`config.mk`:
```
export PLATFORM = sky130hd
export DESIGN_NAME = ds1_dejitter
export DESIGN_NICKNAME = d
export VERILOG_FILES = /design/src/rtl/djb_pkg.sv /design/src/rtl/djb_ref_sel.sv /design/src/rtl/djb_fifo.sv /design/src/rtl/djb_nco.sv /design/src/rtl/ds1_dejitter.sv
export SDC_FILE = /design/constraint.sdc
export NUM_CORES = 1
export LEC_CHECK = 0
export BUFFER_PORTS_ARGS = -buffer_cell sky130_fd_sc_hd__buf_2
export CAP_MARGIN = 20
export CORE_UTILIZATION = 25
export CTS_BUF_LIST = sky130_fd_sc_hd__clkbuf_8
export CTS_CLUSTER_DIAMETER = 80
export DETAILED_ROUTE_END_ITERATION = 6
export GPL_TIMING_DRIVEN = 0
export SLEW_MARGIN = 20
export SYNTH_ARGS = -nofsm -noshare
export SYNTH_HDL_FRONTEND = slang
export SYNTH_SLANG_ARGS = --single-unit
```
`constraint.sdc`:
```
create_clock -name clk -period 14.3 [get_ports clk]
set_clock_uncertainty 0.05 [all_clocks]
set_input_delay 1.43 -clock clk [delete_from_list [all_inputs] [get_ports clk]]
set_output_delay 1.43 -clock clk [all_outputs]
set_load 0.005 [all_outputs]
```
`src/rtl/djb_pkg.sv`:
```
package djb_pkg;

   typedef enum logic {
      REF_PRIMARY  = 1'b0,
      REF_FALLBACK = 1'b1
   } ref_src_e;

   function automatic int clamp_sym(input int v, input int lim);
      if (v > lim)
         return lim;
      else if (v < -lim)
         return -lim;
      else
         return v;
   endfunction

endpackage

```
`src/rtl/djb_ref_sel.sv`:
```
module djb_ref_sel
   import djb_pkg::*;
(
   input  logic     prim_tick,
   input  logic     fb_tick,
   input  logic     clk_fail,
   input  logic     loop_time,
   output ref_src_e src,
   output logic     ref_tick
);

   always_comb begin
      src      = (clk_fail || loop_time) ? REF_FALLBACK : REF_PRIMARY;
      ref_tick = (src == REF_FALLBACK) ? fb_tick : prim_tick;
   end

endmodule

```
`src/rtl/djb_fifo.sv`:
```
module djb_fifo #(
   parameter int DEPTH = 64,
   localparam int AW   = $clog2(DEPTH),
   localparam int LW   = AW + 1,
   localparam int HALF = DEPTH / 2
) (
   input  logic          clk,
   input  logic          rst_n,
   input  logic          clr,
   input  logic          wr,
   input  logic          wdata,
   input  logic          rd,
   output logic          rdata,
   output logic [LW-1:0] level,
   output logic          ovf,
   output logic          unf
);

   if (DEPTH < 4 || (DEPTH & (DEPTH - 1)) != 0) begin : g_bad_depth
      $error("djb_fifo: DEPTH must be a power of two of at least 4");
   end

   logic [DEPTH-1:0] mem;
   logic [AW-1:0]    wptr, rptr;
   logic             wr_ok, rd_ok;

   always_comb begin
      ovf   = wr && !rd && (level == LW'(DEPTH));
      unf   = rd && (level == '0);
      wr_ok = wr && !ovf && !unf;
      rd_ok = rd && !unf;
      rdata = mem[rptr];
   end

   always_ff @(posedge clk or negedge rst_n) begin
      if (!rst_n) begin
         wptr  <= AW'(HALF);
         rptr  <= '0;
         level <= LW'(HALF);
      end else if (clr || ovf || unf) begin
         wptr  <= AW'(HALF);
         rptr  <= '0;
         level <= LW'(HALF);
      end else begin
         if (wr_ok)
            wptr <= wptr + 1'b1;
         if (rd_ok)
            rptr <= rptr + 1'b1;
         if (wr_ok && !rd_ok)
            level <= level + 1'b1;
         else if (rd_ok && !wr_ok)
            level <= level - 1'b1;
      end
   end

   always_ff @(posedge clk or negedge rst_n) begin
      if (!rst_n)
         mem <= '0;
      else if (wr_ok && !clr)
         mem[wptr] <= wdata;
   end

   assert_level_bound_R7: assert property (@(posedge clk) disable iff (!rst_n)
      (level <= LW'(DEPTH)));

   assert_recentre_R6: assert property (@(posedge clk) disable iff (!rst_n)
      (clr || ovf || unf) |=> (level == LW'(HALF)));

endmodule

```
`src/rtl/djb_nco.sv`:
```
module djb_nco
   import djb_pkg::*;
#(
   parameter int ACC_W     = 24,
   parameter int NOM_INC   = 579042,
   parameter int PPM_LIMIT = 200,
   parameter int LW        = 7,
   parameter int HALF      = 32,
   localparam int TRIM_MAX = NOM_INC * PPM_LIMIT / 1000000
) (
   input  logic          clk,
   input  logic          rst_n,
   input  logic          clr,
   input  logic          tick,
   input  logic [LW-1:0] level,
   output logic          strobe
);

   if (TRIM_MAX < 1 || NOM_INC + TRIM_MAX >= (1 << (ACC_W - 1))) begin : g_bad_inc
      $error("djb_nco: increment or trim range does not fit the accumulator");
   end

   logic [ACC_W-1:0] phase;
   logic [ACC_W-1:0] inc;
   logic [ACC_W:0]   sum;
   int               trim;

   always_comb begin
      trim   = clamp_sym(int'(level) - HALF, TRIM_MAX);
      inc    = ACC_W'(NOM_INC + trim);
      sum    = {1'b0, phase} + {1'b0, inc};
      strobe = tick && sum[ACC_W];
   end

   always_ff @(posedge clk or negedge rst_n) begin
      if (!rst_n)
         phase <= '0;
      else if (clr)
         phase <= '0;
      else if (tick)
         phase <= sum[ACC_W-1:0];
   end

   assert_inc_window_R5: assert property (@(posedge clk) disable iff (!rst_n)
      (int'(inc) >= NOM_INC - TRIM_MAX) && (int'(inc) <= NOM_INC + TRIM_MAX));

   assert_phase_idle_R4: assert property (@(posedge clk) disable iff (!rst_n)
      (!tick && !clr) |=> $stable(phase));

endmodule

```
`src/rtl/ds1_dejitter.sv`:
```
module ds1_dejitter
   import djb_pkg::*;
#(
   parameter int         DEPTH        = 64,
   parameter int         ACC_W        = 24,
   parameter int         NOM_INC      = 579042,
   parameter int         PPM_LIMIT    = 200,
   parameter logic [7:0] CFG_ADDR     = 8'h3D,
   parameter int         EN_BIT       = 7,
   parameter bit         HAS_LOOPBACK = 1'b1,
   localparam int        LW           = $clog2(DEPTH) + 1,
   localparam int        HALF         = DEPTH / 2
) (
   input  logic       clk,
   input  logic       rst_n,
   input  logic       prim_tick,
   input  logic       fb_tick,
   input  logic       clk_fail,
   input  logic       loop_time,
   input  logic       bypass_force,
   input  logic       cfg_wr,
   input  logic [7:0] cfg_addr,
   input  logic [7:0] cfg_wdata,
   input  logic       sw_rst,
   input  logic       rx_data,
   input  logic       rx_en,
   input  logic       lpbk_sel,
   input  logic       lpbk_data,
   input  logic       lpbk_en,
   input  logic       sticky_clr,
   output logic       out_data,
   output logic       out_en,
   output logic       self_rst_seen
);

   if (EN_BIT < 0 || EN_BIT > 7) begin : g_bad_bit
      $error("ds1_dejitter: EN_BIT must lie within the 8-bit register");
   end

   logic          dj_enable;
   logic          bypass;
   logic          sel_data, sel_en;
   ref_src_e      src;
   logic          ref_tick;
   logic          strobe;
   logic          fifo_wr, fifo_rd, fifo_rdata;
   logic [LW-1:0] level;
   logic          ovf, unf, auto_rst;

   always_ff @(posedge clk or negedge rst_n) begin
      if (!rst_n)
         dj_enable <= 1'b0;
      else if (cfg_wr && cfg_addr == CFG_ADDR)
         dj_enable <= cfg_wdata[EN_BIT];
   end

   assign bypass = bypass_force || !dj_enable;

   if (HAS_LOOPBACK) begin : g_lpbk
      assign sel_data = lpbk_sel ? lpbk_data : rx_data;
      assign sel_en   = lpbk_sel ? lpbk_en   : rx_en;
   end else begin : g_rx_only
      logic unused_lpbk;
      assign unused_lpbk = lpbk_sel ^ lpbk_data ^ lpbk_en;
      assign sel_data    = rx_data;
      assign sel_en      = rx_en;
   end

   djb_ref_sel u_ref (
      .prim_tick (prim_tick),
      .fb_tick   (fb_tick),
      .clk_fail  (clk_fail),
      .loop_time (loop_time),
      .src       (src),
      .ref_tick  (ref_tick)
   );

   assign fifo_wr  = sel_en && !bypass;
   assign fifo_rd  = strobe && !bypass;
   assign auto_rst = ovf || unf;

   djb_fifo #(.DEPTH(DEPTH)) u_fifo (
      .clk   (clk),
      .rst_n (rst_n),
      .clr   (sw_rst),
      .wr    (fifo_wr),
      .wdata (sel_data),
      .rd    (fifo_rd),
      .rdata (fifo_rdata),
      .level (level),
      .ovf   (ovf),
      .unf   (unf)
   );

   djb_nco #(
      .ACC_W     (ACC_W),
      .NOM_INC   (NOM_INC),
      .PPM_LIMIT (PPM_LIMIT),
      .LW        (LW),
      .HALF      (HALF)
   ) u_nco (
      .clk    (clk),
      .rst_n  (rst_n),
      .clr    (sw_rst || auto_rst),
      .tick   (ref_tick),
      .level  (level),
      .strobe (strobe)
   );

   always_ff @(posedge clk or negedge rst_n) begin
      if (!rst_n) begin
         out_en   <= 1'b0;
         out_data <= 1'b0;
      end else if (bypass) begin
         out_en   <= sel_en;
         out_data <= sel_data;
      end else begin
         out_en   <= fifo_rd && !unf && !sw_rst;
         out_data <= fifo_rdata;
      end
   end

   always_ff @(posedge clk or negedge rst_n) begin
      if (!rst_n)
         self_rst_seen <= 1'b0;
      else if (auto_rst)
         self_rst_seen <= 1'b1;
      else if (sticky_clr)
         self_rst_seen <= 1'b0;
   end

   assert_bypass_echo_R1: assert property (@(posedge clk) disable iff (!rst_n)
      bypass |=> (out_en == $past(sel_en)));

   assert_bypass_frozen_R10: assert property (@(posedge clk) disable iff (!rst_n)
      (bypass && !sw_rst) |=> $stable(level));

   assert_auto_flag_R7: assert property (@(posedge clk) disable iff (!rst_n)
      (ovf || unf) |=> self_rst_seen);

   assert_sticky_hold_R9: assert property (@(posedge clk) disable iff (!rst_n)
      (self_rst_seen && !sticky_clr) |=> self_rst_seen);

endmodule

```
# Word-level counts from Yosys, hierarchy flattened
# Cells that the tools add are included.
dict set report op_classes {
  n_reduce_logical 35
  eq_ne 2
  n_lt_le_gt_ge 5
  muxes 24
  add_sub_neg 7
}
# op count
set op_table {}
lappend op_table {{$mux W24} 4}
lappend op_table {{$bwmux W64} 1}
lappend op_table {{$add A24 B24 Y25} 1}
lappend op_table {{$add A21 B24 Y24 const A} 1}
lappend op_table {{$mux W6} 4}
lappend op_table {{$mux W7} 3}
lappend op_table {{$logic_and A1 B1 Y1} 15}
lappend op_table {{$lt A6 B7 Y1 const B} 2}
lappend op_table {{$add A6 B1 Y6 const B} 2}
lappend op_table {{$mux W1} 10}
lappend op_table {{$eq A8 B6 Y1 const B} 1}
lappend op_table {{$gt A8 B8 Y1 const B} 1}
lappend op_table {{$logic_not A1 Y1} 8}
lappend op_table {{$lt A8 B8 Y1 const B} 1}
lappend op_table {{$reduce_bool A2 Y1} 4}
lappend op_table {{$sub A7 B6 Y8 const B} 1}
lappend op_table {{$add A7 B1 Y7 const B} 1}
lappend op_table {{$eq A7 B7 Y1 const B} 1}
lappend op_table {{$logic_not A7 Y1} 1}
lappend op_table {{$sub A7 B1 Y7 const B} 1}
lappend op_table {{$bmux W1 S6} 1}
lappend op_table {{$demux W1 S6} 1}
lappend op_table {{$ge A6 B1 Y1 const B} 1}
lappend op_table {{$logic_or A1 B1 Y1} 6}
lappend op_table {{$reduce_bool A3 Y1} 1}
dict set report word_totals {
  ff_bits 111
}

# Depth between registers and ports, before layout
# Gate-level depths: netlist of run 1.
dict set report logic_depth {
  ltp_word 19
  depth_mapped 26
  mapped_depth_nobuf 26
}

# Modules after synthesis
# From an unflattened synthesis of run 1, not the netlist that was laid out.
dict set report hier_totals {
  cells_unflattened 700
  hier_area_um2 6960.4
}
# mod seq_area_each_um2 cells_per_inst n_inst area_each_um2
set by_module_without_submodules {}
lappend by_module_without_submodules {djb_fifo 2079.5 423 1 4593.2}
lappend by_module_without_submodules {djb_nco 600.6 253 1 2117.0}
lappend by_module_without_submodules {ds1_dejitter 100.1 22 1 226.5}
lappend by_module_without_submodules {djb_ref_sel 0.0 2 1 23.8}

# Least setup slack after synthesis of run 1
# OpenSTA, ideal clock, no wires.
dict set report synth_timing {
  path_type {reg2reg}
  start {register u_fifo.level[5]}
  end {register u_fifo.level[6]}
  required_time_ps 14180
  setup_slack_ps 8843
  t_arrival_ps 5337
  stages_incl_launch_ff 25
  cell_sequence {dfstp_2 > inv_1 > ha_1 > nor4_1 > nor2_1 > ha_1 > nand3_1 > nand2_1 > nand2_1 > nand2_1 > nand2_1 > nand2_1 > ha_1 > a211o_1 > a2bb2oi_1 > o311ai_2 > nand3_1 > nand2_1 > fa_1 > and2_1 > a221o_1 > a311o_1 > nor3b_1 > o2111ai_1 > nand3_1}
}
dict set report synth_between {
  elab_chain_len 17
  elab_cells_between_ends 32
  classes_between {5 x add/sub; 2 x order compare; 1 x eq/ne; 5 x mux; 19 x reduce/logical}
}
# element line_no
set synth_lines {}
lappend synth_lines {{start: declaration} djb_fifo.sv:14} ;# output logic [LW-1:0] level,
lappend synth_lines {{start signal: assignment} djb_fifo.sv:39} ;# level <= LW'(HALF);
lappend synth_lines {{start signal: assignment} djb_fifo.sv:43} ;# level <= LW'(HALF);
lappend synth_lines {{start signal: assignment} djb_fifo.sv:50} ;# level <= level + 1'b1;
lappend synth_lines {{$sub A7 B6 Y8} djb_nco.sv:29} ;# trim = clamp_sym(int'(level) - HALF, TRIM_MAX);
lappend synth_lines {{$lt A8 B8 Y1} djb_pkg.sv:11} ;# else if (v < -lim)
lappend synth_lines {{$mux W24} djb_pkg.sv:11}
lappend synth_lines {{$mux W24} djb_pkg.sv:9} ;# if (v > lim)
lappend synth_lines {{$add A21 B24 Y24} djb_nco.sv:30} ;# inc = ACC_W'(NOM_INC + trim);
lappend synth_lines {{$add A24 B24 Y25} djb_nco.sv:31} ;# sum = {1'b0, phase} + {1'b0, inc};
lappend synth_lines {{$logic_and A1 B1 Y1} djb_nco.sv:32} ;# strobe = tick && sum[ACC_W];
lappend synth_lines {{$logic_and A1 B1 Y1} ds1_dejitter.sv:79} ;# assign fifo_rd = strobe && !bypass;
lappend synth_lines {{$logic_not A1 Y1} djb_fifo.sv:28} ;# ovf = wr && !rd && (level == LW'(DEPTH));
lappend synth_lines {{$logic_and A1 B1 Y1 (2 in series)} djb_fifo.sv:28}
lappend synth_lines {{$logic_not A1 Y1} djb_fifo.sv:30} ;# wr_ok = wr && !ovf && !unf;
lappend synth_lines {{$logic_and A1 B1 Y1 (2 in series)} djb_fifo.sv:30}
lappend synth_lines {{$logic_and A1 B1 Y1 or $logic_not A1 Y1 (tied branches)} {djb_fifo.sv:49, djb_fifo.sv:51}}
lappend synth_lines {{$mux W7 or $logic_and A1 B1 Y1 (tied branches)} {djb_fifo.sv:49, djb_fifo.sv:51}}
lappend synth_lines {{$mux W7 or $reduce_bool A3 Y1 (tied branches)} -}
# Parallel ways exist; a longest one is shown, timed or not. The select of a mux whose other input is x is not followed.
# A chain may end at the register's enable or synchronous reset.

# Final worst setup path of run 1
# Same ends and word-level chain as after synthesis.

==> results of run 1 <==
## state kept, by name, summed over array words and instances, names as in the netlist
signal,count
u_fifo.wptr,6
self_rst_seen,1
u_fifo.level,7
u_fifo.rptr,6
u_nco.phase,24
dj_enable,1
out_data,1
out_en,1
u_fifo.mem,64
## worst paths after layout
| kind | startpoint | end | slack [ns] | cells after the start |
|---|---|---|---|---|
| worst max-delay path | u_fifo.level[5]$_DFFE_PN1P_ | u_fifo.level[6]$_DFFE_PN0P_ | 7.82 | 24 |
| worst min-delay path | u_fifo.mem[51]$_DFFE_PN0P_ | u_fifo.mem[51]$_DFFE_PN0P_ | 0.46 | 2 |
| worst max register to register | u_fifo.level[5]$_DFFE_PN1P_ | u_fifo.level[6]$_DFFE_PN0P_ | 7.82 | 24 |
| worst min register to register | u_fifo.mem[51]$_DFFE_PN0P_ | u_fifo.mem[51]$_DFFE_PN0P_ | 0.46 | 2 |
| max in group asynchronous | rst_n | u_fifo.wptr[5]$_DFFE_PN1P_ | 12.55 | 2 |
| min in group asynchronous | rst_n | u_fifo.mem[15]$_DFFE_PN0P_ | 0.92 | 1 |
## metrics by stage
step / area, µm² / std cells / power [mW] / util (%) / setup slack (ns)
after detailed placement: 7370 / 1024 / 0.432 / 28.0 / 7.96
after floorplan: 6790 / 662 / 0.401 / - / 8.84
after CTS: 7560 / 1040 / 0.628 / 28.7 / 7.91
after global routing: 7560 / 1040 / 0.653 / 28.7 / 7.34
after global placement: 7340 / 1023 / 0.430 / 27.8 / 7.97
final: 7560 / 1040 / 0.621 / 28.7 / 7.82
## cells in the final DEF (no fill, tap or decap), drive strengths merged, types with 3 or more instances in the layout
master / count
dfrtp: 109
mux2: 59
nor2: 51
nor3: 46
nand2: 45
buf: 42
clkbuf: 40
o21ai: 28
nand3: 23
nor4: 23
a21oi: 21
mux4: 21
ha: 21
inv: 19
xnor2: 18
o31ai: 14
xor2: 13
or3: 11
a31oi: 6
and2: 6
a21o: 5
nor2b: 5
a211o: 5
nand4: 5
a211oi: 5
nor3b: 4
mux2i: 4
or2: 4
or4: 3
nand2b: 3
and4: 3
o21a: 3
nand3b: 3
o211ai: 3
or3b: 3
a21boi: 3
## kinds of logic after synthesis
group / Yosys count
xor+xnor: 31
flops: 111
compound gates: 112
buf+inv: 59
mux: 84
fa+ha+maj: 23
simple gates: 242
## worst min-delay path: stages, from the launching register on
cell and delay [ns]:
dfrtp_1 0.36, o21ai_1 0.06, o31ai_1 0.06
## area by class of cell
cell class,instances,area (µm²)
buffer,45,199
clock buffer,10,138
clock inverter,6,56.3
fill,2677,18800
inverter,14,52.6
multi-input combinational,492,3750
sequential,111,2780
tap,335,419
timing repair buffer,27,164
## report_power, final
| group | leakage [nW] | switching, mW | internal (mW) |
|---|---|---|---|
| Sequential | 1.53 | 0.00910 | 0.323 |
| Clock | 0.0977 | 0.121 | 0.0726 |
| Combinational | 1.52 | 0.0593 | 0.0354 |
## cell usage after synthesis (all sizes together) (2+ instances only)
cell,n
nor2,51
nor4,23
nor3b,4
a2111o,2
a21oi,21
o21bai,2
a211o,5
buf,15
fa,2
inv,14
o211a,2
or4,3
nand3,23
and4,3
dfstp,2
mux2i,4
and2,6
o21ai,28
nand2,45
nand4,5
nor3,46
dfrtp,109
a211oi,5
a21o,5
o211ai,3
clkbuf,30
a221oi,2
ha,21
or3b,3
a21boi,3
nand2b,3
xor2,13
or2,4
o21a,3
a31oi,6
nand3b,3
mux4,21
o31ai,14
or3,11
and3,2
nor2b,5
mux2,59
xnor2,18
## layer usage
| layer | vias up | wire [µm] | GRT usage (%) | part of all wire, % |
|---|---|---|---|---|
| li1 | 2521 | - | - | - |
| met1 | 2557 | 8080 | 17.1 | 49 |
| met2 | 134 | 7350 | 18.9 | 45 |
| met3 | 15 | 872 | 2.71 | 5.3 |
| met4 | 0 | 201 | 3.54 | 1.2 |
| met5 | - | 0 | 0 | 0 |
==> results.py, run 1 <==
metrics = {
    "clock_network": {
        "tritoncts": "yes",
        "ctsResizeCount": 0,
        "clock-sinks": 111,
        "cts_hold_buf": 0,
        "clock-root-buffer": "clkbuf_8",
        "post_cts_buffers": 0,
        "htreeDepth": 3,
        "clkTransAtPathRegs_ns": 0.12,
        "cts_inserted_buffers": 9,
        "clk_latency_ns": 0.40,
        "ctsLongestPathBuffers": 2,
    },
    "synth": {
        "synth_fa_ha_area_share_pct": 4.46,
        "synth_top_family_by_area": "simple AND/OR/NAND/NOR gates",
        "ys_seq_elements": 111,
        "ys_warn_count": 0,
        "seq_area_frac_synth_pct": 41.0,
        "synth_area_per_cell_um2": 10.3,
        "synth_compound_area_share_pct": 11.2,
        "async_flop_share_pct": 100,
        "synth_top_area_share_pct": 40.2,
        "syn_nets": 716,
        "synth_xor_area_share_pct": 4.00,
        "synthCells": 662,
        "syn_area_um2": 6790,
        "synthDistinctLibCells": 66,
        "synth-simple-area-share_pct": 18.3,
        "post-synth-top-area-cell": "dfrtp_1",
        "synth_mux_area_share_pct": 17.3,
        "synth_top_flop_cell": "dfrtp_1",
        "synth_edf_count": 0,
        "synthTopCellsByArea": "dfrtp_1 40%, mux2_2 9.8%, mux4_2 7.0%, ha_1 3.9%, nor3_1 3.3%",
    },
    "setup_path": {
        "crit_path_start_kind": "flip-flop",
        "slowest_delay_ns": 0.75,
        "cp_top_family": "simple AND/OR/NAND/NOR gates",
        "critPathKind": "reg2reg",
        "path_max_fanout": 8,
        "end_kind": "flip-flop",
        "path_cells": "inv_1 > ha_1 > nor4_1 > nor2_1 > ha_1 > nand3_1 > nand2_1 > nand2_1 > nand2_1 > nand2_1 > nand2_1 > ha_1 > a211o_1 > a2bb2oi_1 > o311ai_2 > nand3_1 > nand2_1 > fa_1 > and2_1 > a221o_1 > a311o_1 > nor3b_1 > o2111ai_1 > nand3_1",
        "arrival_ns": 6.75,
        "cp_common_cell": "nand2_1",
        "crit_slowest_cell": "nor4_1",
        "path_buf_inv": 1,
        "required_ns": 14.58,
    },
    "sta": {
        "relSlewSlack_pct": 34.8,
        "worst_slew_pin_slew_ns": 0.951,
        "fin_setup_tns_ns": 0,
        "hold_viol": 0,
        "period_minus_slack_ns": 6.48,
        "period_share_pct": 45.3,
        "finalMaxSlewViolations": 0,
        "setup_violations": 0,
        "rsz0062_at_grt": "no",
        "whs_ns": 0.459,
        "max_clock_freq_mhz": 154,
    },
    "global_routing": {
        "grt_usage_pct": 12.2,
        "grt_pass1_vias": 5032,
        "grt_pass1_wl_um": 27100,
        "antenna_found_initial": 1,
        "gr-total-overflow": 0,
        "grt_max_degree": 59,
    },
    "detailed_routing": {
        "dr.pass1.iters": 5,
        "num_vias": 5227,
        "ant_nets": 0,
        "avgRoutedWirePerCell_um": 15.9,
        "drc_errors": 0,
        "drt_iter0_markers": 317,
        "wl_um": 16500,
        "vias_per_cell": 5.03,
    },
    "run": {
        "maxCapViolCount": 0,
    },
    "layout": {
        "antennaDiodeCount": 0,
        "drive_gt1_share_pct": 21.0,
        "nNetsFinal": 754,
        "area_growth_pct": 11.4,
    },
    "place": {
        "portBuffers": 26,
        "dp_hpwl_um": 11500,
        "gp_congestion": 0.820,
    },
    "floorplanning": {
        "die_area_um2": 27800,
        "die_w_um": 167,
        "io_pins": 34,
        "start_util_pct": 25.8,
        "die_h_um": 167,
        "core_area_um2": 26400,
        "row_count": 59,
    },
    "power_and_ir_drop": {
        "pwr_density_cell_nw_per_um2": 82.1,
        "p_leak_nw": 3.15,
        "irDropWorstVdd_v": 0.0000353,
    },
    "run_status": {
        "outcome": "completed",
    },
    "worst_hold_path": {
        "hp-class": "reg2reg",
    },
}
Note: power is estimated with default switching activity, not from simulation.
==> run 2: changes to the inputs <==
--- a/config.mk
+++ b/config.mk
@@ -5,6 +5,7 @@
 export SDC_FILE = /design/constraint.sdc
 export NUM_CORES = 1
 export LEC_CHECK = 0
+export ABC_AREA = 1
 export BUFFER_PORTS_ARGS = -buffer_cell sky130_fd_sc_hd__buf_2
 export CAP_MARGIN = 20
 export CORE_UTILIZATION = 25
==> constraint.sdc (replaced) <==
create_clock -name clk -period 6.5 [get_ports clk]
set_clock_uncertainty 0.05 [all_clocks]
set_input_delay 0.65 -clock clk [delete_from_list [all_inputs] [get_ports clk]]
set_output_delay 0.65 -clock clk [all_outputs]
set_load 0.005 [all_outputs]
==> run 2 against run 1 <==
Against the previous run:
- combinational power grew to 4.6 times the previous value
- critical path depth grew 7
- non-clock buffer count shrank 10
- clock power grew to 2.6 times the previous value
- first-iteration DRC count grew 31%
- worst hold slack lost 0.29 ns
- final cell count grew 19%
- routed wire length grew 9.6%
- global-route usage grew 1.9 points
- synthesized cell count grew 30%
- cell area shrank 2.2%
- worst setup slack lost 6.3 ns
==> results.py, run 2 <==
metrics = {
    "clock_network": {
        "tritoncts": "yes",
        "clock-root-buffer": "clkbuf_8",
        "post_cts_buffers": 0,
        "clock-sinks": 111,
        "clkTransAtPathRegs_ns": 0.11,
        "ctsResizeCount": 0,
        "htreeDepth": 3,
        "clk_latency_ns": 0.41,
        "cts_inserted_buffers": 9,
        "cts_hold_buf": 0,
        "ctsLongestPathBuffers": 2,
    },
    "power_and_ir_drop": {
        "p_leak_nw": 3.29,
        "pwr_density_cell_nw_per_um2": 230,
        "irDropWorstVdd_v": 0.000110,
    },
    "floorplanning": {
        "start_util_pct": 25.8,
        "row_count": 58,
        "die_h_um": 164,
        "io_pins": 34,
        "die_w_um": 164,
        "core_area_um2": 25400,
        "die_area_um2": 26800,
    },
    "setup_path": {
        "slowest_delay_ns": 0.61,
        "critPathKind": "reg2reg",
        "required_ns": 6.80,
        "reg2reg_from": "u_fifo.level[5]$_DFFE_PN1P_",
        "ff2ff_setup_slack_ns": 1.50,
        "path_max_fanout": 9,
        "crit_start": "u_fifo.level[5]$_DFFE_PN1P_",
        "crit_path_start_kind": "flip-flop",
        "r2r.worst_path.cells": 31,
        "arrival_ns": 5.30,
        "timing.rr.end": "u_fifo.level[5]$_DFFE_PN1P_",
        "crit_slowest_cell": "dfstp_2",
        "cp_common_cell": "nand2_1",
        "end_kind": "flip-flop",
    },
    "synth": {
        "syn_area_um2": 6540,
        "synth_most_common_cell": "nand2_1",
        "synth_top_area_share_pct": 41.7,
        "syn_nets": 917,
        "ys_warn_count": 0,
        "synthDistinctLibCells": 45,
        "async_flop_share_pct": 100,
        "synth_top_flop_cell": "dfrtp_1",
        "seq_area_frac_synth_pct": 42.5,
        "post-synth-top-area-cell": "dfrtp_1",
        "synth_commonest_cells": "183 x nand2_1, 109 x dfrtp_1, 86 x nor2_1",
        "synth_area_per_cell_um2": 7.58,
        "synthTopCellsByArea": "dfrtp_1 42%, nand2_1 11%, nand3_1 6.3%, o21ai_0 5.0%, nor2_1 4.9%",
        "synthCells": 863,
        "synth_edf_count": 0,
        "ys_seq_elements": 111,
    },
    "layout": {
        "nNetsFinal": 958,
        "drive_gt1_share_pct": 8.58,
        "antennaDiodeCount": 0,
        "area_growth_pct": 13.1,
        "largest_register_ffs": 64,
        "biggestRegsByFlops": "u_fifo.mem x64, u_nco.phase x24, u_fifo.level x7",
        "final_area_um2": 7400,
        "final_common_cell": "nand2_1",
        "fillers": 2759,
        "regMostFlops": "u_fifo.mem",
        "final_cell_mix": "183 x nand2_1, 109 x dfrtp_1, 86 x nor2_1",
        "final_util_pct": 29.1,
    },
    "sta": {
        "worst_slew_pin_slew_ns": 1.18,
        "fin_setup_tns_ns": 0,
        "rsz0062_at_grt": "no",
        "finalMaxSlewViolations": 0,
        "max_clock_freq_mhz": 200,
        "setup_violations": 0,
        "period_minus_slack_ns": 5.00,
        "relSlewSlack_pct": 20.5,
        "whs_ns": 0.165,
        "hold_viol": 0,
        "period_share_pct": 76.9,
    },
    "global_routing": {
        "grt_usage_pct": 14.1,
        "gr-total-overflow": 0,
        "grt_pass1_vias": 5830,
        "antenna_found_initial": 0,
        "grt_max_degree": 62,
        "grt_pass1_wl_um": 29900,
    },
    "detailed_routing": {
        "vias_per_cell": 4.90,
        "drc_errors": 0,
        "dr.pass1.iters": 5,
        "drt_iter0_markers": 416,
        "wl_um": 18100,
        "num_vias": 6070,
        "ant_nets": 0,
        "avgRoutedWirePerCell_um": 14.6,
    },
    "place": {
        "dpl_cell_area_um2": 7150,
        "portBuffers": 26,
        "dp_hpwl_um": 12900,
        "gp_congestion": 0.859,
    },
    "worst_hold_path": {
        "hp-class": "in2async",
    },
    "run_status": {
        "outcome": "completed",
    },
    "run": {
        "maxCapViolCount": 0,
    },
}
[run 2: cells by family (layout without fill, tap and decap cells)]
logic type	count (synthesis)	in the layout	synth area share [%]
buf+inv	104	150	6.33
flops	111	111	42.5
simple gates	398	398	26.4
compound gates	206	206	17.3
xor+xnor	19	19	2.54
mux	2	2	0.306
fa+ha+maj	23	23	4.63
[run 2: worst max-delay path by stage]
| stage | slack [ns] | end | cells after the start |
|---|---|---|---|
| after floorplan | 2.30 | u_fifo.level[5]$_DFFE_PN1P_ | 34 |
| after global routing | 0.90 | u_fifo.level[5]$_DFFE_PN1P_ | 29 |
| final | 1.50 | u_fifo.level[5]$_DFFE_PN1P_ | 31 |
| after detailed placement | 1.51 | u_fifo.level[5]$_DFFE_PN1P_ | 31 |
| after CTS | 1.48 | u_fifo.level[5]$_DFFE_PN1P_ | 31 |
| after global placement | 1.59 | u_fifo.level[5]$_DFFE_PN1P_ | 31 |
[run 2: cell type report]
class                   count  area (µm²)  share of cell area, %
multi-input cells         648        3370                   45.5
inverters                  72         270                   3.65
well taps                 330         413                   5.58
flip-flops and latches    111        2780                   37.6
clock inverters             7         114                   1.54
repair buffers             30         184                   2.49
clock buffers               9         124                   1.67
plain buffers              32         144                   1.95
[run 2: where the power goes]
group | switching, mW | internal, mW
clock | 0.275 | 0.227
sequential | 0.0395 | 0.729
combinational | 0.275 | 0.157
total | 0.590 | 1.11
[run 2: critical path: cells and delay by family, from the launching register on]
kind / cells / cell delay [ns]
buf+inv: 5 / 0.31
simple gates: 18 / 1.79
compound gates: 3 / 0.73
fa+ha+maj: 5 / 1.43
flops: 1 / 0.61
[run 2: metrics by stage]
step	std cells	worst slack (ns)	total power, mW
3_5_place_dp	1223	1.51	1.21
2_1_floorplan	863	2.30	1.10
5_1_grt	1239	0.895	1.81
3_3_place_gp	1219	1.59	1.21
4_1_cts	1239	1.48	1.72
6_report	1239	1.50	1.70
[run 2: metal layers]
metal	up-vias	GRT usage [%]	share of wire, %
met2	186	22.0	44
met1	2843	19.8	47
met3	34	1.94	6.1
met4	0	5.05	2.3
met5	-	0	0
li1	3007	-	-
==> run 3: changes to the inputs <==
==> constraint.sdc (replaced) <==
create_clock -name clk -period 4.6 [get_ports clk]
set_clock_uncertainty 0.05 [all_clocks]
set_input_delay 0.46 -clock clk [delete_from_list [all_inputs] [get_ports clk]]
set_output_delay 0.46 -clock clk [all_outputs]
set_load 0.005 [all_outputs]
==> run 3 against run 2 <==
Against the previous run:
- first-iteration DRC count is 13% higher
- critical endpoint is now u_fifo.mem[28]$_DFFE_PN0P_
- worst setup slack worse by 1.2 ns
- fmax is 16% higher
==> results.py, run 3 (synthesis results as in run 2) <==
metrics = {
    "detailed_routing": {
        "drt_iter0_markers": 471,
        "dr.pass1.iters": 5,
        "ant_nets": 0,
        "vias_per_cell": 4.86,
        "avgRoutedWirePerCell_um": 14.6,
        "drc_errors": 0,
        "num_vias": 6096,
        "wl_um": 18300,
    },
    "place": {
        "dpl_cell_area_um2": 7150,
        "dp_hpwl_um": 12900,
        "gp_congestion": 0.859,
        "portBuffers": 26,
        "dp_cells": 1223,
    },
    "power_and_ir_drop": {
        "seq_power_share_pct": 44.3,
        "power_frac_comb_pct": 26.9,
        "irDropWorstVdd_v": 0.000154,
        "p_leak_nw": 3.39,
        "p_int_mw": 1.60,
        "swShare_pct": 34.6,
        "netSwitchingPower_mw": 0.850,
        "pwr_density_cell_nw_per_um2": 318,
        "clkPwrFrac_pct": 28.8,
    },
    "layout": {
        "antennaDiodeCount": 0,
        "regMostFlops": "u_fifo.mem",
        "final_util_pct": 30.4,
        "final_common_cell": "nand2_1",
        "largest_register_ffs": 64,
        "final_cell_mix": "175 x nand2_1, 109 x dfrtp_1, 83 x nor2_1",
        "fillers": 2735,
        "biggestRegsByFlops": "u_fifo.mem x64, u_nco.phase x24, u_fifo.level x7",
        "regArea_um2": 2780,
        "multi_input_area_um2": 3530,
        "nNetsFinal": 973,
        "area_growth_pct": 17.9,
        "final_area_um2": 7710,
        "drive_gt1_share_pct": 13.2,
        "stdcell_count": 1254,
    },
    "global_routing": {
        "grt_pass1_vias": 5833,
        "grtUsageMet2_pct": 21.8,
        "grt_busiest_layer": "met2",
        "met3_usage_pct": 1.97,
        "grt_max_degree": 62,
        "antenna_found_initial": 0,
        "grt_pass1_wl_um": 30000,
        "gr-total-overflow": 0,
        "grt_use_met1_pct": 20.1,
        "grt_usage_pct": 14.1,
    },
    "clock_network": {
        "clk_latency_ns": 0.41,
        "clock-root-buffer": "clkbuf_8",
        "ctsLongestPathBuffers": 2,
        "tritoncts": "yes",
        "cts_inserted_buffers": 9,
        "clock-sinks": 111,
        "clkTransAtPathRegs_ns": 0.12,
        "htreeDepth": 3,
    },
    "sta": {
        "rsz0062_at_grt": "yes",
        "period_minus_slack_ns": 4.31,
        "setup_violations": 0,
        "relSlewSlack_pct": 18.9,
        "finalMaxSlewViolations": 0,
        "period_share_pct": 93.7,
        "hold_viol": 0,
        "worst_slew_pin_slew_ns": 1.21,
        "fin_setup_tns_ns": 0,
        "max_clock_freq_mhz": 232,
    },
    "setup_path": {
        "critPathKind": "reg2reg",
        "timing.rr.end": "u_fifo.mem[28]$_DFFE_PN0P_",
        "crit_path_start_kind": "flip-flop",
        "slowest_delay_ns": 0.57,
        "crit_slowest_cell": "dfstp_2",
        "r2r.worst_path.cells": 33,
        "ff2ff_setup_slack_ns": 0.29,
        "path_max_fanout": 5,
        "arrival_ns": 4.55,
        "end_kind": "flip-flop",
        "reg2reg_from": "u_fifo.level[5]$_DFFE_PN1P_",
        "cp_common_cell": "nand2_1",
        "required_ns": 4.84,
    },
    "worst_hold_path": {
        "hp-class": "in2reg",
        "min_to": "self_rst_seen$_DFFE_PN0P_",
        "hold_path_depth": 2,
        "min_from": "sticky_clr",
    },
    "floorplanning": {
        "die_h_um": 164,
        "start_util_pct": 25.8,
        "die_area_um2": 26800,
        "io_pins": 34,
        "die_w_um": 164,
        "core_area_um2": 25400,
        "row_count": 58,
    },
    "run": {
        "maxCapViolCount": 0,
    },
    "run_status": {
        "outcome": "completed",
    },
}
-- run 3: repair_timing --
item	in CTS	in global routing
resized for setup	6	40
endpoints found under the setup margin	48	107
setup buffers	0	14
hold buffers	1	0
pin swaps	0	9
hold endpoints to repair	13	0
-- run 3: per-layer routing --
metal  routed length [µm]  vias to the layer above
met4                  418                        0
li1                     -                     3035
met1                 8680                     2871
met3                  940                       34
met5                    0                        -
met2                 8280                      156
-- run 3: worst max-delay path: cells and delay by family, from the launching register on --
kind	cells	cell delay, ns
buffers and inverters	6	0.43
and+or+nand+nor	21	1.95
DFF	1	0.57
adders and majority gates	4	0.93
AOI/OAI and AO/OA	2	0.26
-- run 3: layout make-up --
class | count | area share, %
multi-input combinational | 648 | 45.8
tap | 330 | 5.35
inverter | 72 | 3.50
buffer | 32 | 1.96
clock buffer | 9 | 1.61
clock inverter | 7 | 1.48
sequential | 111 | 36.0
timing repair buffer | 45 | 4.25
-- run 3: through the flow --
step,power (mW),setup WS (ns),hold slack [ns]
6_report,2.45,0.290,0.178
5_1_grt,2.61,-0.0479,0.156
4_1_cts,2.43,0.0111,0.159
3_5_place_dp,1.72,-0.390,0.423
3_3_place_gp,1.70,-0.313,0.414
2_1_floorplan,1.55,0.404,0.114
-- run 3: worst max-delay path by stage --
stage	from	endpoint	slack [ns]
global placement	u_fifo.level[5]$_DFFE_PN1P_	u_fifo.level[5]$_DFFE_PN1P_	-0.31
finish	u_fifo.level[5]$_DFFE_PN1P_	u_fifo.mem[28]$_DFFE_PN0P_	0.29
CTS	u_fifo.level[5]$_DFFE_PN1P_	u_fifo.mem[2]$_DFFE_PN0P_	0.01
floorplan	u_fifo.level[5]$_DFFE_PN1P_	u_fifo.level[5]$_DFFE_PN1P_	0.40
global route	u_fifo.level[5]$_DFFE_PN1P_	u_fifo.mem[52]$_DFFE_PN0P_	-0.05
detailed placement	u_fifo.level[5]$_DFFE_PN1P_	u_fifo.level[5]$_DFFE_PN1P_	-0.39
-- run 3: power by group through the flow --
stage	logic, mW	clock network [mW]	registers, mW
2_1_floorplan	0.461	0	1.09
3_3_place_gp	0.600	0	1.10
3_5_place_dp	0.612	0	1.10
4_1_cts	0.618	0.726	1.09
5_1_grt	0.759	0.756	1.10
6_report	0.659	0.708	1.09
